## src/rtl/ext_irq_select.sv

```systemverilog
module ext_irq_select #(
  parameter int SYNC_STAGES = 2
) (
  input  logic       clk,
  input  logic       rst_n,
  input  logic [5:0] pin_in,
  input  logic [1:0] ser_evt,
  input  logic [1:0] tmr_evt,
  input  logic [1:0] bcol_evt,
  input  logic       wr_en,
  input  logic [1:0] addr,
  input  logic [7:0] wdata,
  output logic [7:0] rdata,
  output logic [7:0] irq_flag
);

  localparam logic [1:0] LOC_MODE = 2'd0;
  localparam logic [1:0] LOC_GRP  = 2'd1;
  localparam logic [1:0] LOC_POL  = 2'd2;
  localparam logic [1:0] LOC_FLAG = 2'd3;

  logic [5:0] sync_q [SYNC_STAGES];
  logic [5:0] prev_q;
  logic [5:0] mode_q, pol_q;
  logic [1:0] sel_q, grp_q;

  always_ff @(posedge clk or negedge rst_n) begin
    if (!rst_n) begin
      for (int k = 0; k < SYNC_STAGES; k++) sync_q[k] <= '0;
      prev_q <= '0;
    end else begin
      sync_q[0] <= pin_in;
      for (int k = 1; k < SYNC_STAGES; k++) sync_q[k] <= sync_q[k-1];
      prev_q <= sync_q[SYNC_STAGES-1];
    end
  end

  wire [5:0] cur  = sync_q[SYNC_STAGES-1];
  wire [5:0] rise = cur & ~prev_q;
  wire [5:0] fall = ~cur & prev_q;
  wire [5:0] pin_hit = (mode_q & (rise | fall)) |
                       (~mode_q & ((pol_q & rise) | (~pol_q & fall)));

  wire [7:0] set_vec = {
    grp_q[1] ? bcol_evt[1] : tmr_evt[1],
    grp_q[0] ? bcol_evt[0] : tmr_evt[0],
    sel_q[1] ? pin_hit[5]  : ser_evt[1],
    sel_q[0] ? pin_hit[4]  : ser_evt[0],
    pin_hit[3:0]
  };

  wire [7:0] clr_vec = (wr_en && addr == LOC_FLAG) ? ~wdata : 8'h00;

  always_ff @(posedge clk or negedge rst_n) begin
    if (!rst_n) begin
      mode_q   <= '0;
      sel_q    <= '0;
      grp_q    <= '0;
      pol_q    <= '0;
      irq_flag <= '0;
    end else begin
      if (wr_en && addr == LOC_MODE) {sel_q, mode_q} <= wdata;
      if (wr_en && addr == LOC_GRP)  grp_q <= wdata[7:6];
      if (wr_en && addr == LOC_POL)  pol_q <= wdata[5:0];
      irq_flag <= set_vec | (irq_flag & ~clr_vec);
    end
  end

  always_comb begin
    case (addr)
      LOC_MODE: rdata = {sel_q, mode_q};
      LOC_GRP:  rdata = {grp_q, 6'b0};
      LOC_POL:  rdata = {2'b0, pol_q};
      default:  rdata = irq_flag;
    endcase
  end


  set_wins_chk: assert property (@(posedge clk) disable iff (!rst_n)
    (set_vec != 8'h00) |=> ((irq_flag & $past(set_vec)) == $past(set_vec)));


  hold_chk: assert property (@(posedge clk) disable iff (!rst_n)
    !(wr_en && addr == LOC_FLAG) |=> ((~irq_flag & $past(irq_flag)) == 8'h00));


  clear_chk: assert property (@(posedge clk) disable iff (!rst_n)
    (wr_en && addr == LOC_FLAG && set_vec == 8'h00) |=> ((irq_flag & ~$past(wdata)) == 8'h00));


  unselected_pin_chk: assert property (@(posedge clk) disable iff (!rst_n)
    (!sel_q[0] && !ser_evt[0] && !irq_flag[4]) |=> !irq_flag[4]);


  unselected_grp_chk: assert property (@(posedge clk) disable iff (!rst_n)
    (!grp_q[0] && !tmr_evt[0] && !irq_flag[6]) |=> !irq_flag[6]);


  reserved_bits_chk: assert property (@(posedge clk) disable iff (!rst_n)
    (addr == LOC_GRP) |-> (rdata[5:0] == 6'b0));

endmodule

```

## config.mk

```make
export PLATFORM = sky130hd
export DESIGN_NAME = ext_irq_select
export DESIGN_NICKNAME = d
export VERILOG_FILES = /design/src/rtl/ext_irq_select.sv
export SDC_FILE = /design/constraint.sdc
export NUM_CORES = 1
export LEC_CHECK = 0
export BUFFER_PORTS_ARGS = -buffer_cell sky130_fd_sc_hd__buf_2
export CAP_MARGIN = 20
export CORE_UTILIZATION = 48
export DETAILED_ROUTE_END_ITERATION = 8
export HOLD_SLACK_MARGIN = 0.05
export PLACE_DENSITY = 0.72
export SLEW_MARGIN = 5
export SYNTH_ARGS = -nofsm -noshare
export SYNTH_HDL_FRONTEND = slang
export SYNTH_SLANG_ARGS = --single-unit
```

## constraint.sdc

```tcl
create_clock -name clk -period 1.1 [get_ports clk]
set_input_delay 0 -clock clk [delete_from_list [all_inputs] [get_ports clk]]
set_output_delay 0 -clock clk [all_outputs]
set_load 0.05 [all_outputs]
```

# Yosys cells after proc, flatten, opt, wreduce, memory -nomap -nowiden

Index checks and enable logic that the tools add are counted.

Eq/ne operators: 3
Muxes and demuxes: 6
Bitwise gates (word level): 17
Reduce and logical (&&, ||, !) cells: 5

Operators with widths:

| kind                                           | count |
|---|---|
| AND 6 bit                                      | 6 |
| NOT 6 bit                                      | 4 |
| one-hot mux 8 bit (3 select lines)             | 1 |
| OR 6 bit                                       | 3 |
| NOT 8 bit                                      | 2 |
| AND 8 bit                                      | 1 |
| 2-to-1 mux 8 bit                               | 1 |
| OR 8 bit                                       | 1 |
| == test 2 bit (second input constant)          | 2 |
| logical AND 1 bit                              | 4 |
| 2-to-1 mux 1 bit                               | 4 |
| == test 2 x 1 -> 1 bit (second input constant) | 1 |
| logical NOT 2 bit                              | 1 |

Flip-flop bits (word level): 42
Bits of input ports: 25
Output and inout port bits: 16
Logic and storage cells: 39

# Longest topological paths before layout

Gate-level depths: netlist of run 1.

Depth after elaboration: 8
Gate-level depth with buffers: 5
Gate-level depth less buffers: 5

# Worst setup path before layout of run 1

Ideal clock, no wire load.

Path type: register to output
Start: register mode_q[4]
End: output rdata[4]
Data arrival time: 1510 ps
Data required time: 1100 ps
Path slack: -410 ps
Cell stages (with the launch flop): 3
Path buffers: 0
Path through: dfrtp_1 -> mux2i_1 -> o21ai_0

Cells in the longest elaborated chain, start to end: 1

Ends and longest elaborated chain:

| element                            | RTL line | text |
|---|---|---|
| start: declaration                 | 24       | `logic [5:0] mode_q, pol_q;` |
| start signal: assignment           | 62       | `if (wr_en && addr == LOC_MODE) {sel_q, mode_q} <= wdata;` |
| one-hot mux 8 bit (3 select lines) | 70       | `case (addr)` |
| end: declaration                   | 13       | `output logic [7:0] rdata,` |

No other way between the ends.

# Worst setup path in the final report of run 1

Start: register irq_flag[6]
End: output rdata[6]

Cells in the longest elaborated chain, start to end: 1

Ends and longest elaborated chain:

| element                            | RTL line | text |
|---|---|---|
| start: declaration                 | 14       | `output logic [7:0] irq_flag` |
| start signal: assignment           | 65       | `irq_flag <= set_vec \| (irq_flag & ~clr_vec);` |
| one-hot mux 8 bit (3 select lines) | 70       |  |

No other way between the ends.

==> results.txt, run 1 <==
----------------------------------------------------
[Placed design]
  Area after detailed placement ... 2270 sq um
  Number of placed instances, taps included ... 248
  DPL Wire Length ... 2.47 mm
  Worst setup slack before clock tree synthesis ... -127 ps
  RePlAce Congestion ... 0.748
  Quantity of I/O buffers inserted on ports ... 40

[Hold path]
  Beginning of the worst hold path ... wr_en
  Path class of the lowest-slack min-delay path ... input pin to register

[Route]
  Antenna Violating Nets Remaining ... 0
  Drt drc ... 0
  Via density per instance ... 5.02
  Wire length per cell ... 13.7 microns
  Detailed-route wire length ... 3.90 mm
  Starting DRC count in detailed routing ... 55
  Length of the first detailed-routing pass in iterations ... 2
  Via Count ... 1425

[Setup path]
  Required time of the worst setup path ... 1100 ps
  Kind of critical path ... register to output port
  Start point of the critical path ... irq_flag[6]
  Kind of capture point of the worst setup path ... output port
  Worst setup SP type ... register
  Reg-to-reg endpoint ... irq_flag[4]
  Reg2reg setup slack ... -130 ps
  Number of cells on the worst reg-to-reg path ... 5
  Critical path peak fanout ... 2
  Data arrival time at the worst-slack endpoint ... 1350 ps
  Capture point of the critical path ... rdata[6]
  Worst R2R Start ... prev_q[4]

[Timing]
  Setup Skew ... 8.06 ps
  Number of hold violations in the final report ... 0
  Final cycle utilization of the critical path ... 123%
  Hold Slack ... 171 ps
  Total of endpoints with negative setup slack in the final report ... 10
  Timing-limited maximum frequency ... 0.740 GHz
  Final setup margin ... -252 ps
  Unrepaired setup endpoints after global routing ... yes
  TNS Setup ... -826 ps
  Final critical path time including I/O delays and setup ... 1350 ps
  Slew of the pin with the lowest slew margin ... 318 ps
  Max_slew headroom ... 78.7%
  Max-slew violation total from the final report ... 0

[Logic synthesis]
  Mean Syn Cell Area ... 12.4 sq um
  Cell type with the largest total area after synthesis ... dfrtp_1
  Number of synthesized flops with an enable pin ... 0
  Compound-Gate Fraction of Synth Area ... 6.49%
  Yosys Warn Count ... 0
  Commonest register cell after synthesis ... dfrtp_1
  Flop and latch count out of synthesis ... 42
  Combinational family with the most area after synthesis ... multiplexers
  Post-Syn Area ... 1890 sq um
  Unique cell type count in the Yosys netlist ... 18
  Share of async-settable or async-resettable flops after synthesis ... 100%
  Area share of fa/ha/maj cells after synthesis ... 7.94%
  Sequential area share after synthesis ... 55.6%
  XOR/XNOR share of the synthesized area ... 0%
  Post-synthesis share of cell area spent on and, or, nand and nor gates ... 8.01%
  Cell types with the highest counts after synthesis ... 42 x dfrtp_1, 24 x mux2_2, 19 x nand2_1, 18 x o21ai_0
  Area share of the leading cell type in the synthesized netlist ... 55.6%
  Gate count of the mapped netlist ... 152
  Mux cell area share after synthesis ... 18.5%
  Count leader, synth ... dfrtp_1
  Net count after synthesis ... 189
  Synth area leaders ... dfrtp_1 56%, mux2_2 14%, ha_1 7.9%

[Global route]
  Antenna violations before repair ... 0
  Remaining Overflow, GRT ... 0
  Global-route wire length before repair ... 6.45 mm
  Number of global-route vias before repair ... 1434
  Global routing usage summed across all routing layers ... 21.3%
  Largest net degree at the start of global routing ... 43

[Run status]
  Violations in the final reports ... negative setup slack
  Status ... finished, violations left

[Pwr]
  VDD IR-drop max ... 0.964 mV
  Static leakage power ... 1.28 nW
  PD cells ... 1450 nW/um^2
  Power, Total ... 3.93 mW

[Clock tree]
  Source-to-sink clock delay at the later pin of the worst-skew pair ... 290 ps
  Cell chosen for the clock root ... clkbuf_8
  Clock Tree Buf Depth ... 2
  Clock transition at path regs ... 80 ps
  TritonCTS clock tree ... yes
  # clock sinks ... 42
  H-tree level count ... 2
  Number of buffers created by CTS ... 5

[Final layout]
  Diodes inserted ... 0
  Fillcell total ... 255
  Area added between synthesis and finish ... 43.0%
  Layout cells sized above 1 ... 45.8%
  Layout Cells excl Fill ... 284
  Layout Utilization ... 72.7%
  Design area ... 2700 sq um
  Net total in the final layout ... 272

[Floorplanning]
  Area of the die ... 4190 sq um
  Height of the chip ... 64.8 microns
  X dimension of the die ... 64.8 microns
  Num ports ... 41
  Placeable core region ... 3720 sq um
  Number of placement rows ... 22
  Effective utilization at floorplan ... 50.9%

[Flow run]
  Max-capacitance violation count ... 0

----------------------------------------------------
## final cells by class
type                    count  area (sq um)  share of cell area [%]
clock buffers               8          80.1                    2.96
inverters                  12          45.0                    1.67
flip-flops and latches     42          1050                    39.0
well taps                  48          60.1                    2.22
repair buffers             79           612                    22.6
multi-input cells          95           852                    31.5
## report_power, final
group	total, mW	internal, mW	switching [mW]	leakage (nW)
registers	1.84	1.71	0.129	0.472
clock network	0.956	0.451	0.505	0.0395
logic	1.13	0.552	0.579	0.773
total	3.93	2.72	1.21	1.28
## how the worst min path moves through the flow
stage,end,slack (ps),cells past startpoint
5_1_grt,pol_q[5],180,3
2_1_floorplan,cur[0],-300,0
3_3_place_gp,prev_q[2],-10,2
3_5_place_dp,prev_q[2],-9,2
6_report,pol_q[5],170,3
4_1_cts,pol_q[5],170,3
## logic make-up after synthesis
family	after synthesis
DFF	42
adders and majority gates	12
muxes	32
AOI/OAI and AO/OA	22
and+or+nand+nor	29
buffers and inverters	15
## sequential cells by signal (all words and copies together) (netlist names)
| register | flops |
|---|---|
| prev_q | 6 |
| sel_q | 2 |
| grp_q | 2 |
| irq_flag | 8 |
| pol_q | 6 |
| sync_q | 6 |
| mode_q | 6 |
| cur | 6 |
## routing by layer
| layer | routed length (microns) | part of all wire, % | global-route usage [%] |
|---|---|---|---|
| met1 | 1680 | 43 | 25.9 |
| met3 | 165 | 4.2 | 6.69 |
| met2 | 1960 | 50 | 34.8 |
| met5 | 0 | 0 | 0 |
| met4 | 88 | 2.3 | 9.17 |
## worst max-delay path: stages, from the launching register on
cell	delay (ps)
dfrtp_2	400
mux2_4	260
a22o_4	240
buf_6	150
## repair_timing
| item | CTS | global route |
|---|---|---|
| endpoints found under the setup margin | 14 | 14 |
| gates resized for setup | 29 | 4 |
| hold endpoints to repair | 72 | 0 |
| hold buffers | 21 | 0 |
| cloned | 0 | 0 |
| pin swaps | 0 | 0 |
| buffers inserted | 6 | 1 |
## placed cells by master (no fill, tap or decap)
master	n
dfrtp_1	40
buf_2	32
mux2_2	21
dlygate4sd3_1	21
nand2_1	19
buf_4	17
inv_1	12
o21ai_2	9
mux2i_1	8
o21ai_0	8
buf_6	7
ha_2	6
ha_1	6
clkbuf_8	5
nand3_1	3
mux2_4	3
clkbuf_1	3
nand2b_1	2
o211ai_1	2
nor2_1	2
a22o_4	2
dfrtp_2	2
and2_0	1
o21ai_1	1
nand3b_4	1
nor3b_4	1
buf_8	1
buf_12	1
Power figures use the tool's default switching activity.
==> run 2: changes to the inputs <==
--- a/config.mk
+++ b/config.mk
@@ -5,12 +5,13 @@
 export SDC_FILE = /design/constraint.sdc
 export NUM_CORES = 1
 export LEC_CHECK = 0
+export ABC_AREA = 1
 export BUFFER_PORTS_ARGS = -buffer_cell sky130_fd_sc_hd__buf_2
 export CAP_MARGIN = 20
 export CORE_UTILIZATION = 48
 export DETAILED_ROUTE_END_ITERATION = 8
 export HOLD_SLACK_MARGIN = 0.05
-export PLACE_DENSITY = 0.72
+export PLACE_DENSITY = 0.71
 export SLEW_MARGIN = 5
 export SYNTH_ARGS = -nofsm -noshare
 export SYNTH_HDL_FRONTEND = slang
==> run 2 against run 1 <==
Clock skew fell by 3.4 ps. First-iteration DRC count is 13% higher. Count of clock-buffer cells in the layout is 1 lower. Combinational power fell by 14%. The flow now finishes without violations. Final cell count grew 23%. Final area down 1.2%. Highest routed layer unchanged. Die area up 3.5%. Wire length rose by 2.5%. Sequential share of layout area increased by 0.40 points. Synthesized area rose by 3.6%. Largest cell class unchanged.
==> results.txt, run 2 <==
----------------------------------------------------
[Logic synthesis]
  Share of async-settable or async-resettable flops after synthesis ... 100% (unchanged)
  Flop and latch count out of synthesis ... 42 (unchanged)
  Number of synthesized flops with an enable pin ... 0 (unchanged)
  Gate count of the mapped netlist ... 223 (+47%)
  Count leader, synth ... nand2_1
  Cell type with the largest total area after synthesis ... dfrtp_1
  Post-Syn Area ... 1960 sq um (+3.6%)
  Net count after synthesis ... 260 (+38%)
  Sequential area share after synthesis ... 53.6% (-2.0 points)
  Yosys Warn Count ... 0 (unchanged)
  Unique cell type count in the Yosys netlist ... 16 (-2)
  Commonest register cell after synthesis ... dfrtp_1
  Mean Syn Cell Area ... 8.79 sq um (-29%)
  Cell types with the highest counts after synthesis ... 83 x nand2_1, 42 x dfrtp_1, 34 x inv_1, 15 x nand3_1, 12 x ha_1
  Area share of the leading cell type in the synthesized netlist ... 53.6% (-2.0 points)
  Synth area leaders ... dfrtp_1 54%, nand2_1 16%, ha_1 7.7%

[Floorplanning]
  Effective utilization at floorplan ... 51.6% (+0.71 points)
  Placeable core region ... 3800 sq um (+2.2%)
  Number of placement rows ... 22 (unchanged)
  Height of the chip ... 65.9 microns (+1.7%)
  Num ports ... 41 (unchanged)
  X dimension of the die ... 65.9 microns (+1.7%)
  Area of the die ... 4340 sq um (+3.5%)

[Timing]
  Final critical path time including I/O delays and setup ... 1060 ps (-292 ps)
  Slew of the pin with the lowest slew margin ... 323 ps (+4.78 ps)
  Timing-limited maximum frequency ... 0.943 GHz (+28%)
  TNS Setup ... 0 ps (+826 ps)
  Setup Skew ... 4.63 ps (-3.43 ps)
  Final cycle utilization of the critical path ... 96.4% (-27 points)
  Number of hold violations in the final report ... 0 (unchanged)
  Total of endpoints with negative setup slack in the final report ... 0 (-10)
  Max-slew violation total from the final report ... 0 (unchanged)
  Max_slew headroom ... 78.4% (-0.34 points)
  Unrepaired setup endpoints after global routing ... no

[Setup path]
  Data arrival time at the worst-slack endpoint ... 1060 ps (-290 ps)
  Kind of critical path ... register to output port
  Worst setup SP type ... register
  Kind of capture point of the worst setup path ... output port
  Critical path buffer and inverter count ... 1 (unchanged)
  Longest individual stage delay on the worst path ... 400 ps (about the same)
  Stages on worst setup path ... 3 (unchanged)
  Slowest stage cell, crit path ... dfrtp_1
  Largest delay contributor family on the critical path ... flip-flops
  Required time of the worst setup path ... 1100 ps (about the same)
  Number of cells on the worst reg-to-reg path ... 5 (unchanged)
  Crit path cell chain ... nand2_1, nand3_2, buf_4
  Critical path peak fanout ... 3 (+1)

[Final layout]
  Net total in the final layout ... 338 (+24%)
  Area occupied by multi-input gates ... 776 sq um (-9.0%)
  Number of flip-flops under the largest register name ... 8 (unchanged)
  Layout Utilization ... 70.3% (-2.5 points)
  Layout cells sized above 1 ... 25.8% (-20 points)
  Fillcell total ... 305 (+20%)
  Leading cell type in the layout, fill and taps excluded ... nand2_1
  Register containing the most flip-flops in the final layout ... irq_flag
  Area added between synthesis and finish ... 36.2%
  Sequential cell area ... 1050 sq um (-0.24%)
  Diodes inserted ... 0 (unchanged)
  Most used cells in the layout excluding fill and tap cells ... 82 x nand2_1, 42 x dfrtp_1, 34 x inv_1

[Flow run]
  Max-capacitance violation count ... 0 (unchanged)

[Clock tree]
  Source-to-sink clock delay at the later pin of the worst-skew pair ... 300 ps (about the same)
  TritonCTS clock tree ... yes
  Clock transition at path regs ... 80 ps (about the same)
  Clock Tree Buf Depth ... 2 (unchanged)
  H-tree level count ... 2 (unchanged)
  # clock sinks ... 42 (unchanged)
  Cell chosen for the clock root ... clkbuf_8
  Number of buffers created by CTS ... 5 (unchanged)

[Route]
  Length of routed wiring on met1 ... 1.82 mm (+8.2%)
  Starting DRC count in detailed routing ... 62 (+13%)
  Detailed-route wire length ... 4.00 mm (+2.5%)
  Routed length on met2 ... 1.96 mm (-0.31%)
  Antenna Violating Nets Remaining ... 0 (unchanged)
  Top Metal Used ... met4
  Length of the first detailed-routing pass in iterations ... 4 (+2)
  Via Count ... 1637 (+15%)
  Via density per instance ... 4.68 (-6.8%)
  Drt drc ... 0 (unchanged)
  Routed wire length on met3 ... 141 microns (-15%)
  Wire length per cell ... 11.4 microns (-17%)

[Pwr]
  Clock share of power ... 26.7% (+2.4 points)
  VDD IR-drop max ... 1.10 mV (+14%)
  Static leakage power ... 1.44 nW (+12%)
  PD cells ... 1430 nW/um^2 (-1.9%)
  Internal cell power ... 2.59 mW (-4.5%)
  Comb pwr share ... 25.5% (-3.3 points)
  Part of the power in registers ... 47.8% (+0.9 points)
  Fraction of power spent switching nets ... 31.8% (+0.97 points)
  Power, Total ... 3.81 mW (-3.2%)
  Switching power summed over all nets ... 1.21 mW (-0.11%)

[Hold path]
  Hold path cells ... 4 (+1)
  Path class of the lowest-slack min-delay path ... input pin to register

[Run status]
  Status ... finished, final reports clean

[Global route]
  Global routing usage summed across all routing layers ... 20.8% (-0.51 points)
  Global-route wire length before repair ... 6.56 mm (+1.6%)
  Number of global-route vias before repair ... 1546 (+7.8%)
  Remaining Overflow, GRT ... 0 (unchanged)
  Antenna violations before repair ... 0 (unchanged)
  Largest net degree at the start of global routing ... 43 (unchanged)

[Placed design]
  DPL Wire Length ... 2.63 mm (+6.4%)
  Quantity of I/O buffers inserted on ports ... 40 (unchanged)
  RePlAce Congestion ... 0.766 (+2.4%)

----------------------------------------------------
## run 2: cell count changes after synthesis, sizes merged, moves of 3 or more
cell	before	now
inv	12	35
a21oi	0	4
mux2i	8	0
nor2	2	5
nand3	3	15
nand2	19	85
mux2	24	0
## run 2: power by group through the flow
stage / sequential, mW / clock [mW] / combinational [mW]
after floorplan: 1.92 / 0 / 0.488
after global placement: 1.85 / 0 / 0.775
after detailed placement: 1.86 / 0 / 0.791
after CTS: 1.83 / 1.03 / 0.871
after global routing: 1.84 / 1.11 / 1.07
final: 1.82 / 1.02 / 0.972
## run 2: cell type report
type	count	area share, %
Sequential cell	42	39.4
Multi-Input combinational cell	143	29.1
Timing Repair Buffer	74	21.0
Inverter	35	4.92
Clock buffer	7	3.23
Tap cell	48	2.25
Clock inverter	1	0.188
## run 2: cell families after synthesis
| kind of cell | share of synthesized area, % |
|---|---|
| DFF | 53.6 |
| buffers and inverters | 8.43 |
| adders and majority gates | 7.66 |
| AOI/OAI and AO/OA | 7.28 |
| and+or+nand+nor | 23.0 |
## run 2: worst paths after layout
path                            startpoint     endpoint  slack, ps
worst max-delay path             mode_q[3]     rdata[3]         40
worst min-delay path               addr[1]  irq_flag[5]         90
worst max register to register   prev_q[5]  irq_flag[5]         70
worst min register to register   sync_q[9]       cur[3]        350
max in group asynchronous            rst_n   sync_q[10]        700
min in group asynchronous            rst_n    sync_q[6]        200
## run 2: stage by stage
| stage | instance area (sq um) | hold slack (ps) | worst slack [ps] | std cells |
|---|---|---|---|---|
| floorplan | 1990 | -296 | 1.41 | 223 |
| detailed placement | 2270 | -8.65 | 71.0 | 314 |
| global placement | 2270 | -9.08 | 83.0 | 314 |
| CTS | 2590 | 94.5 | 5.11 | 343 |
| finish | 2670 | 93.4 | 39.8 | 350 |
| global route | 2670 | 125 | 0.0432 | 350 |
## run 2: tightest hold or removal path, delay by kind of cell
kind | cells | cell delay (ps)
and+or+nand+nor | 3 | 220
buffers and inverters | 1 | 140
## run 2: repair_timing
| item | CTS | global route |
|---|---|---|
| cloned | 0 | 0 |
| setup buffers | 0 | 7 |
| hold buffers | 21 | 0 |
| endpoints found under the setup margin | 7 | 12 |
| gates resized for setup | 7 | 12 |
| endpoints found under the hold margin | 72 | 0 |
## run 2: layer usage
metal / vias to the layer above / GRT usage [%]
met3: 7 / 3.97
li1: 844 / -
met4: 0 / 9.78
met5: - / 0
met1: 750 / 25.3
met2: 36 / 35.3
==> run 3: changes to the inputs <==
--- a/config.mk
+++ b/config.mk
@@ -6,12 +6,14 @@
 export NUM_CORES = 1
 export LEC_CHECK = 0
 export ABC_AREA = 1
-export BUFFER_PORTS_ARGS = -buffer_cell sky130_fd_sc_hd__buf_2
 export CAP_MARGIN = 20
-export CORE_UTILIZATION = 48
+export CORE_MARGIN = 2
+export CORE_UTILIZATION = 50
+export CTS_CLUSTER_SIZE = 24
 export DETAILED_ROUTE_END_ITERATION = 8
+export DONT_BUFFER_PORTS = 1
 export HOLD_SLACK_MARGIN = 0.05
-export PLACE_DENSITY = 0.71
+export PLACE_DENSITY = 0.65
 export SLEW_MARGIN = 5
 export SYNTH_ARGS = -nofsm -noshare
 export SYNTH_HDL_FRONTEND = slang
==> run 3 against run 2 <==
Critical path type unchanged. Register-to-register slack about the same. Core utilization shrank 1.6 points. Power decreased by 5.0%. Wire length fell by 2.2%. Largest cell class unchanged. Highest routed layer unchanged. Sequential share of layout area is 1.8 points higher. Largest power group unchanged. Global-route usage is 0.82 points lower.
==> results.txt, run 3 (synthesis gave the netlist of run 2 again) <==
----------------------------------------------------
[Placed design]
  DPL Wire Length ... 2.56 mm (-2.7%)
  RePlAce Congestion ... 0.752 (-1.7%)
  Number of placed instances, taps included ... 281 (-11%)
  Worst setup slack before clock tree synthesis ... 43.5 ps (-27.4 ps)
  Quantity of I/O buffers inserted on ports ... 0 (-100%)
  Area after detailed placement ... 2140 sq um (-5.9%)

[Timing]
  TNS Setup ... 0 ps (unchanged)
  Hold Slack ... 73.6 ps (-19.7 ps)
  Slew of the pin with the lowest slew margin ... 326 ps (+2.91 ps)
  Final critical path time including I/O delays and setup ... 1060 ps (-1.56 ps)
  Setup Skew ... 3.73 ps (-0.903 ps)
  Final cycle utilization of the critical path ... 96.2% (-0.14 points)
  Unrepaired setup endpoints after global routing ... no
  Timing-limited maximum frequency ... 0.945 GHz (+0.15%)
  Max_slew headroom ... 78.3% (-0.14 points)
  Max-slew violation total from the final report ... 0 (unchanged)
  Final setup margin ... 41.4 ps (+1.56 ps)
  Total of endpoints with negative setup slack in the final report ... 0 (unchanged)
  Number of hold violations in the final report ... 0 (unchanged)

[Final layout]
  Layout cells sized above 1 ... 14.9% (-11 points)
  Area added between synthesis and finish ... 30.1%
  Register containing the most flip-flops in the final layout ... irq_flag
  Layout Utilization ... 68.6% (-1.6 points)
  Net total in the final layout ... 306 (-9.5%)
  Number of flip-flops under the largest register name ... 8 (unchanged)
  Layout Cells excl Fill ... 317 (-9.4%)
  Diodes inserted ... 0 (unchanged)
  Leading cell type in the layout, fill and taps excluded ... nand2_1
  Design area ... 2550 sq um (-4.5%)
  Most used cells in the layout excluding fill and tap cells ... 83 x nand2_1, 42 x dfrtp_1, 34 x inv_1

[Global route]
  Largest net degree at the start of global routing ... 43 (unchanged)
  Global routing usage summed across all routing layers ... 20.0% (-0.82 points)
  Remaining Overflow, GRT ... 0 (unchanged)
  Global-route wire length before repair ... 6.51 mm (-0.75%)
  Number of global-route vias before repair ... 1431 (-7.4%)
  Antenna violations before repair ... 0 (unchanged)

[Clock tree]
  Number of buffers created by CTS ... 5 (unchanged)
  Clock Tree Buf Depth ... 2 (unchanged)
  H-tree level count ... 2 (unchanged)
  TritonCTS clock tree ... yes
  Clock transition at path regs ... 70 ps (about the same)
  Cell chosen for the clock root ... clkbuf_8
  Source-to-sink clock delay at the later pin of the worst-skew pair ... 280 ps (-20 ps)
  # clock sinks ... 42 (unchanged)

[Route]
  Length of the first detailed-routing pass in iterations ... 4 (unchanged)
  Via Count ... 1528 (-6.7%)
  Via density per instance ... 4.82 (+3.1%)
  Starting DRC count in detailed routing ... 91 (+47%)
  Antenna Violating Nets Remaining ... 0 (unchanged)
  Wire length per cell ... 12.3 microns (+8.0%)
  Drt drc ... 0 (unchanged)
  Detailed-route wire length ... 3.91 mm (-2.2%)

[Setup path]
  Critical path peak fanout ... 4 (+1)
  Worst setup SP type ... register
  Reg-to-reg endpoint ... irq_flag[0]
  Kind of capture point of the worst setup path ... output port
  Data arrival time at the worst-slack endpoint ... 1060 ps (about the same)
  Worst R2R Start ... cur[0]
  Capture point of the critical path ... rdata[2]
  Number of cells on the worst reg-to-reg path ... 6 (+1)
  Kind of critical path ... register to output port
  Required time of the worst setup path ... 1100 ps (about the same)
  Start point of the critical path ... mode_q[2]
  Reg2reg setup slack ... 80 ps (about the same)

[Floorplanning]
  Num ports ... 41 (unchanged)
  Number of placement rows ... 22 (unchanged)
  Effective utilization at floorplan ... 52.7% (+1.1 points)
  Area of the die ... 4440 sq um (+2.2%)
  Height of the chip ... 66.6 microns (+1.1%)
  Placeable core region ... 3720 sq um (-2.2%)
  X dimension of the die ... 66.6 microns (+1.1%)

[Pwr]
  VDD IR-drop max ... 0.976 mV (-11%)
  Static leakage power ... 1.33 nW (-8.2%)
  Power, Total ... 3.62 mW (-5.0%)
  PD cells ... 1420 nW/um^2 (-0.58%)

[Flow run]
  Max-capacitance violation count ... 0 (unchanged)

[Run status]
  Status ... finished, final reports clean

[Hold path]
  Path class of the lowest-slack min-delay path ... input pin to register

----------------------------------------------------
## run 3: cell types whose count changed in the layout (fill, tap and decap cells not counted), moves of 4 or more
cell	delta
dlygate4sd3_1	+5
buf_6	-5
nand3_4	+4
buf_2	-32
## run 3: metal layers
metal / track usage, % / part of all wire [%] / vias to the layer above
li1: - / - / 774
met1: 26.3 / 46 / 714
met2: 31.3 / 49 / 36
met3: 4.56 / 3.9 / 4
met4: 9.44 / 1.4 / 0
met5: 0 / 0 / -
## run 3: worst min-delay path by stage
| stage | end | slack (ps) | startpoint | cells past startpoint |
|---|---|---|---|---|
| floorplan | cur[0] | -300 | rst_n | 0 |
| global placement | irq_flag[0] | -290 | rst_n | 0 |
| detailed placement | irq_flag[0] | -290 | rst_n | 0 |
| CTS | sel_q[1] | 60 | wr_en | 2 |
| global route | mode_q[5] | 90 | wr_en | 2 |
| finish | mode_q[2] | 70 | wr_en | 2 |
## run 3: critical path: stages (launching register included)
cell and delay, ps:
dfrtp_1 410, nand2_1 90, nand3_2 270
## run 3: timing repair
item | CTS | global route
endpoints found under the setup margin | 2 | 9
gates resized for setup | 1 | 8
endpoints found under the hold margin | 72 | 0
hold buffers | 27 | 0
setup buffers | 1 | 1
## run 3: area by class of cell
cell class | count | area, sq um
fill | 288 | 1170
sequential | 42 | 1050
multi-input combinational | 143 | 813
timing repair buffer | 42 | 418
inverter | 35 | 131
clock buffer | 7 | 76.3
tap | 48 | 60.1
## run 3: power by group
part / internal (mW) / switching [mW] / leakage [nW]
clock: 0.437 / 0.465 / 0.0383
combinational: 0.334 / 0.551 / 0.804
sequential: 1.70 / 0.132 / 0.484
